**src/rtl/chop_pkg.sv**
```systemverilog
package chop_pkg;
   typedef enum logic [1:0] {
      PH_BLANK = 2'd0,
      PH_SENSE = 2'd1,
      PH_OFF   = 2'd2
   } chop_phase_t;
endpackage

```
**src/rtl/chop_timer.sv**
```systemverilog
module chop_timer #(
   parameter int W = 14
) (
   input  logic         clk,
   input  logic         rst_n,
   input  logic         clr,
   input  logic [W-1:0] limit,
   output logic [W-1:0] count,
   output logic         done
);
   localparam int WX = W + 1;

   logic [WX-1:0] nxt_x;

   assign nxt_x = {1'b0, count} + WX'(1);
   // a zero limit behaves as a one-cycle interval
   assign done  = nxt_x >= {1'b0, limit};

   always_ff @(posedge clk) begin
      if (!rst_n || clr) count <= '0;
      else               count <= nxt_x[W-1:0];
   end

   a_r9_single_cycle_min: assert property (@(posedge clk) disable iff (!rst_n)
      (!clr && count == '0) |=> (count == W'(1)));
endmodule

```
**src/rtl/chop_decay.sv**
```systemverilog
module chop_decay #(
   parameter int W         = 14,
   parameter bit MIX_AVAIL = 1'b1
) (
   input  logic         clk,
   input  logic         rst_n,
   input  logic         in_off,
   input  logic         slow_sel,
   input  logic         mix_sel,
   input  logic [W-1:0] off_count,
   input  logic [W-1:0] off_len,
   input  logic [W-1:0] fast_len,
   output logic         dual
);
   logic [W-1:0] off_eff;
   logic [W-1:0] fast_lim;
   logic         fast_part;

   assign off_eff  = (off_len == '0) ? W'(1) : off_len;
   assign fast_lim = (fast_len > off_eff) ? off_eff : fast_len;

   generate
      if (MIX_AVAIL) begin : g_mix
         assign fast_part = !mix_sel || (off_count < fast_lim);
         a_r7_tail_upper_only: assert property (@(posedge clk) disable iff (!rst_n)
            (in_off && !slow_sel && mix_sel && off_count >= fast_len) |-> !dual);
      end else begin : g_nomix
         assign fast_part = 1'b1;
      end
   endgenerate

   assign dual = in_off && !slow_sel && fast_part;

   a_r5_slow_upper_only: assert property (@(posedge clk) disable iff (!rst_n)
      slow_sel |-> !dual);
   a_r6_fast_both_sides: assert property (@(posedge clk) disable iff (!rst_n)
      (in_off && !slow_sel && !mix_sel) |-> dual);
endmodule

```
**src/rtl/chopper_ctl.sv**
```systemverilog
module chopper_ctl
   import chop_pkg::*;
#(
   parameter int CNT_W     = 14,
   parameter bit MIX_AVAIL = 1'b1
) (
   input  logic             clk,
   input  logic             rst_n,
   input  logic             bridge_off,
   input  logic             slow_decay,
   input  logic             mix_decay,
   input  logic             trip,
   input  logic [CNT_W-1:0] blank_cycles,
   input  logic [CNT_W-1:0] off_cycles,
   input  logic [CNT_W-1:0] fast_cycles,
   output logic             drive_on,
   output logic             dual_side
);
   generate
      if (CNT_W < 2 || CNT_W > 24) begin : g_bad_width
         $error("chopper_ctl: CNT_W out of range");
      end
   endgenerate

   chop_phase_t      ph_q, ph_d;
   logic [CNT_W-1:0] lim;
   logic [CNT_W-1:0] cnt;
   logic             tdone;
   logic             tclr;
   logic             dual_raw;

   always_comb begin
      lim  = (ph_q == PH_OFF) ? off_cycles : blank_cycles;
      ph_d = ph_q;
      unique case (ph_q)
         PH_BLANK: if (tdone) ph_d = PH_SENSE;
         PH_SENSE: if (trip)  ph_d = PH_OFF;
         PH_OFF:   if (tdone) ph_d = PH_BLANK;
         default:             ph_d = PH_BLANK;
      endcase
      if (bridge_off) ph_d = PH_BLANK;
   end

   always_ff @(posedge clk) begin
      if (!rst_n) ph_q <= PH_BLANK;
      else        ph_q <= ph_d;
   end

   assign tclr = bridge_off || (ph_d != ph_q) || (ph_q == PH_SENSE);

   chop_timer #(.W(CNT_W)) u_timer (
      .clk   (clk),
      .rst_n (rst_n),
      .clr   (tclr),
      .limit (lim),
      .count (cnt),
      .done  (tdone)
   );

   chop_decay #(.W(CNT_W), .MIX_AVAIL(MIX_AVAIL)) u_decay (
      .clk       (clk),
      .rst_n     (rst_n),
      .in_off    (ph_q == PH_OFF),
      .slow_sel  (slow_decay),
      .mix_sel   (mix_decay),
      .off_count (cnt),
      .off_len   (off_cycles),
      .fast_len  (fast_cycles),
      .dual      (dual_raw)
   );

   assign drive_on  = (ph_q != PH_OFF) && !bridge_off;
   assign dual_side = dual_raw && !bridge_off;

   a_r2_blank_keeps_on: assert property (@(posedge clk) disable iff (!rst_n)
      (ph_q == PH_BLANK && !bridge_off) |=> (drive_on || bridge_off));
   a_r3_trip_turns_off: assert property (@(posedge clk) disable iff (!rst_n)
      (ph_q == PH_SENSE && trip && !bridge_off) |=> !drive_on);
   a_r8_idle_outputs: assert property (@(posedge clk) disable iff (!rst_n)
      bridge_off |-> (!drive_on && !dual_side));
   a_r8_fresh_blank: assert property (@(posedge clk) disable iff (!rst_n)
      $fell(bridge_off) |-> (ph_q == PH_BLANK));
   a_r10_on_single: assert property (@(posedge clk) disable iff (!rst_n)
      drive_on |-> !dual_side);
endmodule

```
**config.mk**
```make
export PLATFORM = sky130hd
export DESIGN_NAME = chopper_ctl
export DESIGN_NICKNAME = d
export VERILOG_FILES = /design/src/rtl/chop_pkg.sv /design/src/rtl/chop_timer.sv /design/src/rtl/chop_decay.sv /design/src/rtl/chopper_ctl.sv
export SDC_FILE = /design/constraint.sdc
export NUM_CORES = 1
export LEC_CHECK = 0
export ABC_AREA = 1
export CAP_MARGIN = 30
export CORE_MARGIN = 4
export CORE_UTILIZATION = 50
export DETAILED_ROUTE_END_ITERATION = 12
export DONT_BUFFER_PORTS = 1
export GPL_ROUTABILITY_DRIVEN = 1
export PLACE_DENSITY = 0.69
export SLEW_MARGIN = 20
export SYNTH_ARGS = -nofsm -noshare
export SYNTH_HDL_FRONTEND = slang
export SYNTH_HIERARCHICAL = 1
export SYNTH_SLANG_ARGS = --single-unit
```
**constraint.sdc**
```tcl
create_clock -name clk -period 3.7 [get_ports clk]
set_clock_uncertainty 0.15 [all_clocks]
set_input_delay 0.37 -clock clk [delete_from_list [all_inputs] [get_ports clk]]
set_output_delay 0.37 -clock clk [all_outputs]
set_load 0.1 [all_outputs]
```
==> metrics.yaml, run 1 <==
synth_most_common_cell: "nand2_1"
final_cell_area_mm2: 0.00264
synth_top_area_cell: "ha_1"
hold_path_class: "in2reg"
ys_types: 33
clk_pin_slew_ns: 0.07
crit_family: "simple AND/OR/NAND/NOR gates"
critical_path_depth: 27
seqCellArea_um2: 320
initial_core_util_pct: 53.0
die_area_mm2: 0.00587
cts.path.max_buffers: 2
netlist_instances: 386
ioPinCount: 50
rsz0062_at_grt: "yes"
drv_cap: 0
crit_fanout: 7
globalplace.congestion: 0.797
critPathMaxStageDelay_ns: 0.31
drc: 0
dp_hpwl_um: 4780
power_leakage_nw: 1.48
slowest_stage: "ha_1"
cpMostUsedCell: "nand2_1"
die_w_um: 76.6
critical_path_class: "in2out"
gr-total-overflow: 0
synthTopCellsByArea: "ha_1, nand2_1, dfxtp_1"
setup_viol: 0
grt_util_all_layers_pct: 19.2
cts-root-buf: "clkbuf_8"
slew_headroom_pct: 70.6
ys_top_cells_by_count: "nand2_1, inv_1, nor2_1"
r2r-end: "u_timer/count[5]"
critPathArrivalTime_ns: 3.14
r2r_start: "u_timer/count[0]"
vias_per_cell: 5.14
vias: 2283
numCtsBuffers: 3
multi_input_area_mm2: 0.00186
cts_tree: "yes"
n_antenna_cell: 0
drive_gt1_share_pct: 16.1
worstSetupStartpoint: "off_cycles[0]"
synth_flop_cell: "dfxtp_1"
firstDrtPassIters: 4
synth_warnings: 6
ys_ff_latch: 16
post-route-util_pct: 59.5
totalWireLength_um: 5790
ant_nets: 0
antenna_found_initial: 0
area_growth_pct: 12.3
fillers: 419
grt_max_degree: 28
total_power_mw: 0.504
status: "complete, no violations"
hold_viol_final: 0
drt-wirelength-per-cell_um: 13.0
htree_levels: 1
period_share_pct: 98.8
syn_area_per_cell_um2: 6.10
synth-edff-count: 0
drt_iter0_markers: 75
grt_pass1_wl_um: 9400
required_ns: 3.18
peakVddDrop_mv: 0.146
die_y_um: 76.6
layout.cells.non_filler: 444
dpl_cell_area_mm2: 0.00243
grt_pass1_vias: 2151
numPortBuffers: 0
endpoint: "dual_side"
power_density_mw_per_mm2: 191
startpoint_type: "input port"
worstRegToRegCells: 22
yosysSeqAreaShare_pct: 13.6
core_area_mm2: 0.00444
reg2reg_slack_ns: 0.52
clk_latency_ns: 0.25
cp.buffers_inverters: 5
slew_violations: 0
fmax_ghz: 0.274
rows: 24
netlist_area_mm2: 0.00235
synth_top_area_share_pct: 22.3
ys_async_sr_fraction_pct: 0
fin_crit_ns: 3.66
dp.cells: 435
synth_nets: 476
clock-sinks: 16
worst_pin_slew_ns: 0.440
layout.nets: 483
crit_path_end_kind: "primary output"
[final cells by class]
type	count	share of cell area, %
Sequential cell	16	12.1
Inverter	69	10.1
Multi-Input combinational cell	298	70.5
Tap cell	52	2.46
Timing Repair Buffer	5	2.79
Clock buffer	4	2.08
[power breakdown]
group	switching, mW	internal (mW)
Combinational	0.103	0.0690
Clock	0.0628	0.0943
Sequential	0.00153	0.173
[state kept, by name (all words and copies together) (netlist names)]
name           cells
ph_q               2
u_timer/count     14
[layout by cell type (no fill, tap or decap), drive strengths merged, types with 3 or more instances in the layout]
cell	count
clkbuf	4
nor3	7
nand3	19
dfxtp	16
ha	42
xnor2	3
nand2	124
buf	5
nor2	56
inv	67
nand4	5
a21oi	29
[worst reg2reg max path: stages, from the launching register on]
cell and delay [ns]:
dfxtp_1 0.43, ha_1 0.20, nand2_1 0.15, nor3_4 0.30, nand3_1 0.11, nand2_1 0.11
inv_1 0.05, ha_1 0.28, nand2_1 0.08, inv_1 0.04, nand2_1 0.06, nor2_1 0.04
nand2_1 0.05, nand2_1 0.06, o21bai_1 0.12, nand2_1 0.06, inv_1 0.08, nand2_1 0.08
a21oi_1 0.12, nand2_1 0.07, inv_1 0.06, nand2_2 0.18, nor3_1 0.24
[how the worst min path moves through the flow]
stage | from | end | slack [ns] | cells after the start
3_5_place_dp | u_timer/count[0] | u_timer/count[0] | 0.36 | 1
5_1_grt | rst_n | ph_q[0] | 0.12 | 2
4_1_cts | rst_n | ph_q[0] | 0.1 | 2
3_3_place_gp | u_timer/count[0] | u_timer/count[0] | 0.34 | 1
2_1_floorplan | u_timer/count[0] | u_timer/count[0] | 0.29 | 1
6_report | rst_n | ph_q[0] | 0.10 | 2
[repair_timing]
item | in CTS | in global routing
setup buffers | 0 | 3
endpoints found under the setup margin | 0 | 15
resized for setup | 0 | 26
hold buffers | 0 | 0
[per-layer routing]
layer	vias to the layer above	GRT usage, %	part of all wire (%)
met2	46	33.4	50
met1	1003	25.2	45
met3	2	2.36	5.1
li1	1232	-	-
met4	0	4.17	0.55
met5	-	0	0
[metrics by stage]
stage / setup TNS (ns) / setup slack, ns / hold slack, ns
5_1_grt: -0.234 / -0.234 / 0.121
2_1_floorplan: 0 / 0.0553 / 0.294
4_1_cts: 0 / 0.0322 / 0.0982
3_3_place_gp: 0 / 0.131 / 0.338
3_5_place_dp: 0 / 0.0460 / 0.358
6_report: 0 / 0.0445 / 0.103
[cell families after synthesis]
group                      after synthesis  synth area share [%]
AOI/OAI and AO/OA                       37                  8.82
and+or+nand+nor                        213                  40.9
buffers and inverters                   74                  12.2
adders and majority gates               42                  22.3
DFF                                     16                  13.6
xor gates and xnor gates                 4                  2.13
(Power assumes the default switching activity.)
==> inputs of run 2 (changes only) <==
--- a/config.mk
+++ b/config.mk
@@ -8,11 +8,11 @@
 export ABC_AREA = 1
 export CAP_MARGIN = 30
 export CORE_MARGIN = 4
-export CORE_UTILIZATION = 50
+export CORE_UTILIZATION = 40
 export DETAILED_ROUTE_END_ITERATION = 12
 export DONT_BUFFER_PORTS = 1
 export GPL_ROUTABILITY_DRIVEN = 1
-export PLACE_DENSITY = 0.69
+export PLACE_DENSITY = 0.58
 export SLEW_MARGIN = 20
 export SYNTH_ARGS = -nofsm -noshare
 export SYNTH_HDL_FRONTEND = slang
==> constraint.sdc (replaced) <==
create_clock -name clk -period 3.7 [get_ports clk]
set_clock_uncertainty 0.15 [all_clocks]
set_input_delay 0.555 -clock clk [delete_from_list [all_inputs] [get_ports clk]]
set_output_delay 0.555 -clock clk [all_outputs]
set_load 0.1 [all_outputs]
==> run 2 against run 1 <==
Compared with the run above: global-route usage down 2.1 points; die area rose by 22%; the flow now finishes with violations (negative setup slack); critical endpoint unchanged; total power increased by 2.3%; cell area increased by 4.1%; clock-buffer cell count unchanged; clock power about the same; highest routed layer unchanged.
==> metrics.yaml, run 2 (synthesis gave the netlist of run 1 again) <==
dpl_cell_area_mm2: 0.00257  # was 0.00243 mm^2
worst_pin_slew_ns: 0.414  # was 0.440 ns
slew_violations: 0  # unchanged
globalplace.congestion: 0.824  # was 0.797
place_ws_ns: -0.330  # was 0.0460 ns
totalWireLength_um: 6200  # was 5790 um
rsz0062_at_grt: "yes"  # unchanged
crit_fanout: 8  # was 7
dp.cells: 470  # was 435
grt_util_all_layers_pct: 17.0  # was 19.2%
cts_tree: "yes"  # unchanged
layout_common_cells: "nand2_1, inv_1, nor2_1, ha_1, a21oi_1"  # unchanged
cpMostUsedCell: "nand2_1"  # unchanged
power.switching_mw: 0.169  # was 0.167 mW
ant_nets: 0  # unchanged
hold_viol_final: 0  # unchanged
antenna_found_initial: 0  # unchanged
clk_latency_ns: 0.25  # about the same
setup-tns-final_ns: -0.368  # was 0 ns
clock-sinks: 16  # unchanged
setup_viol: 1  # was 0
die_w_um: 84.7  # was 76.6 um
largest_reg_flops: 14  # unchanged
fin_crit_ns: 4.07  # was 3.66 ns
crit_family: "simple AND/OR/NAND/NOR gates"  # unchanged
p_seq_share_pct: 33.9  # was 34.7%
clk_pin_slew_ns: 0.07  # about the same
power.internal_mw: 0.346  # was 0.337 mW
startpoint_type: "input port"  # unchanged
layout.nets: 498  # was 483
vias_per_cell: 4.87  # was 5.14
dp_hpwl_um: 5180  # was 4780 um
slowest_stage: "ha_1"  # unchanged
grt_pass1_vias: 2304  # was 2151
ioPinCount: 50  # unchanged
clkPwrFrac_pct: 30.9  # was 31.2%
fillers: 608  # was 419
worstRegToRegCells: 19  # was 22
final_common_cell: "nand2_1"  # unchanged
peakVddDrop_mv: 0.121  # was 0.146 mV
drv_cap: 0  # unchanged
fmax_ghz: 0.246  # was 0.274 GHz
cp.buffers_inverters: 6  # was 5
hold_ws_ns: 0.287  # was 0.103 ns
critical_path_depth: 28  # was 27
reg2reg_slack_ns: 0.46  # was 0.52 ns
ctsHoldBuffers: 0  # unchanged
firstDrtPassIters: 4  # unchanged
numCtsBuffers: 3  # unchanged
die_y_um: 84.7  # was 76.6 um
initial_core_util_pct: 42.0  # was 53.0%
r2r-end: "u_timer/count[5]"  # unchanged
hold_path_class: "in2reg"  # unchanged
r2r_start: "u_timer/count[0]"  # unchanged
drive_gt1_share_pct: 19.4  # was 16.1%
drc: 0  # unchanged
final_cell_area_mm2: 0.00275  # was 0.00264 mm^2
drt-wirelength-per-cell_um: 12.9  # was 13.0 um
power_leakage_nw: 1.54  # was 1.48 nW
numPortBuffers: 0  # unchanged
vias: 2333  # was 2283
gr-total-overflow: 0  # unchanged
cts.path.max_buffers: 2  # unchanged
failed_checks: "negative setup slack"
drt_iter0_markers: 83  # was 75
die_area_mm2: 0.00717  # was 0.00587 mm^2
required_ns: 2.99  # was 3.18 ns
regMostFlops: "u_timer/count"  # unchanged
grt_max_degree: 18  # was 28
status: "finished with violations"  # was complete, no violations
min-delay-start: "rst_n"  # unchanged
largestRegisters: "u_timer/count (14), ph_q (2)"  # unchanged
n_antenna_cell: 0  # unchanged
crit_path_end_kind: "primary output"  # unchanged
core_area_mm2: 0.00561  # was 0.00444 mm^2
cts-root-buf: "clkbuf_8"  # unchanged
critPathArrivalTime_ns: 3.36  # was 3.14 ns
critical_path_class: "in2out"  # unchanged
layout.cells.non_filler: 479  # was 444
multi_input_area_mm2: 0.00184  # was 0.00186 mm^2
combPwrFrac_pct: 35.2  # was 34.1%
swShare_pct: 32.9  # was 33.2%
area_growth_pct: 16.9  # was 12.3%
endpoint: "dual_side"  # unchanged
critPathMaxStageDelay_ns: 0.30  # was 0.31 ns
htree_levels: 1  # unchanged
period_share_pct: 110  # was 98.8%
power_density_mw_per_mm2: 187  # was 191 mW/mm^2
rows: 27  # was 24
worstSetupStartpoint: "off_cycles[12]"  # was off_cycles[0]
grt_pass1_wl_um: 10100  # was 9400 um
seqCellArea_um2: 320  # unchanged
slew_headroom_pct: 72.3  # was 70.6%
setup_ws_ns: -0.368  # was 0.0445 ns
## run 2: cell count changes in the layout (fill, tap and decap cells not counted), moves of 2 or more
| cell | change |
|---|---|
| a21oi_1 | -2 |
| inv_1 | +2 |
| buf_4 | +17 |
| nor2_1 | -2 |
| nand3_1 | +2 |
| nand3_2 | -2 |
| a21oi_2 | +2 |
## run 2: area by class of cell
| class | count | area share, % |
|---|---|---|
| well taps | 72 | 3.28 |
| flip-flops and latches | 16 | 11.6 |
| multi-input cells | 297 | 66.9 |
| inverters | 69 | 9.55 |
| clock buffers | 4 | 2.00 |
| repair buffers | 21 | 6.60 |
## run 2: power by group through the flow
stage          logic, mW  registers [mW]  clock network, mW
2_1_floorplan      0.121           0.178                  0
3_3_place_gp       0.156           0.179                  0
3_5_place_dp       0.161           0.179                  0
4_1_cts            0.166           0.175              0.163
5_1_grt            0.208           0.175              0.173
6_report           0.182           0.175              0.159
## run 2: repair_timing
action                                  CTS  global route
cloned                                    1             0
gates resized for setup                   3            23
endpoints found under the setup margin    1             8
setup buffers                             2             2
pin swaps                                 3            15
## run 2: how the worst min path moves through the flow
stage / end / slack [ns] / depth (start not counted)
finish: ph_q[1] / 0.29 / 2
global route: ph_q[1] / 0.29 / 2
CTS: ph_q[1] / 0.28 / 2
detailed placement: u_timer/count[0] / 0.34 / 1
global placement: u_timer/count[0] / 0.33 / 1
floorplan: u_timer/count[0] / 0.29 / 1
## run 2: metal layers
metal	vias up	part of all wire [%]	global-route usage [%]
met2	54	46	29.3
li1	1258	-	-
met4	0	2.2	4.60
met1	1009	46	22.1
met5	-	0	0
met3	12	5.7	2.45
## run 2: worst register-to-register path, delay by kind of cell, from the launching register on
family	cells	cell delay, ns
buffers and inverters	3	0.20
AOI/OAI and AO/OA	3	0.45
adders and majority gates	2	0.48
DFF	1	0.43
and+or+nand+nor	11	1.43
## run 2: through the flow
step	power, mW	utilization (%)
finish	0.515	49.0
global route	0.556	49.0
detailed placement	0.340	45.9
global placement	0.334	45.6
floorplan	0.299	-
CTS	0.504	47.4
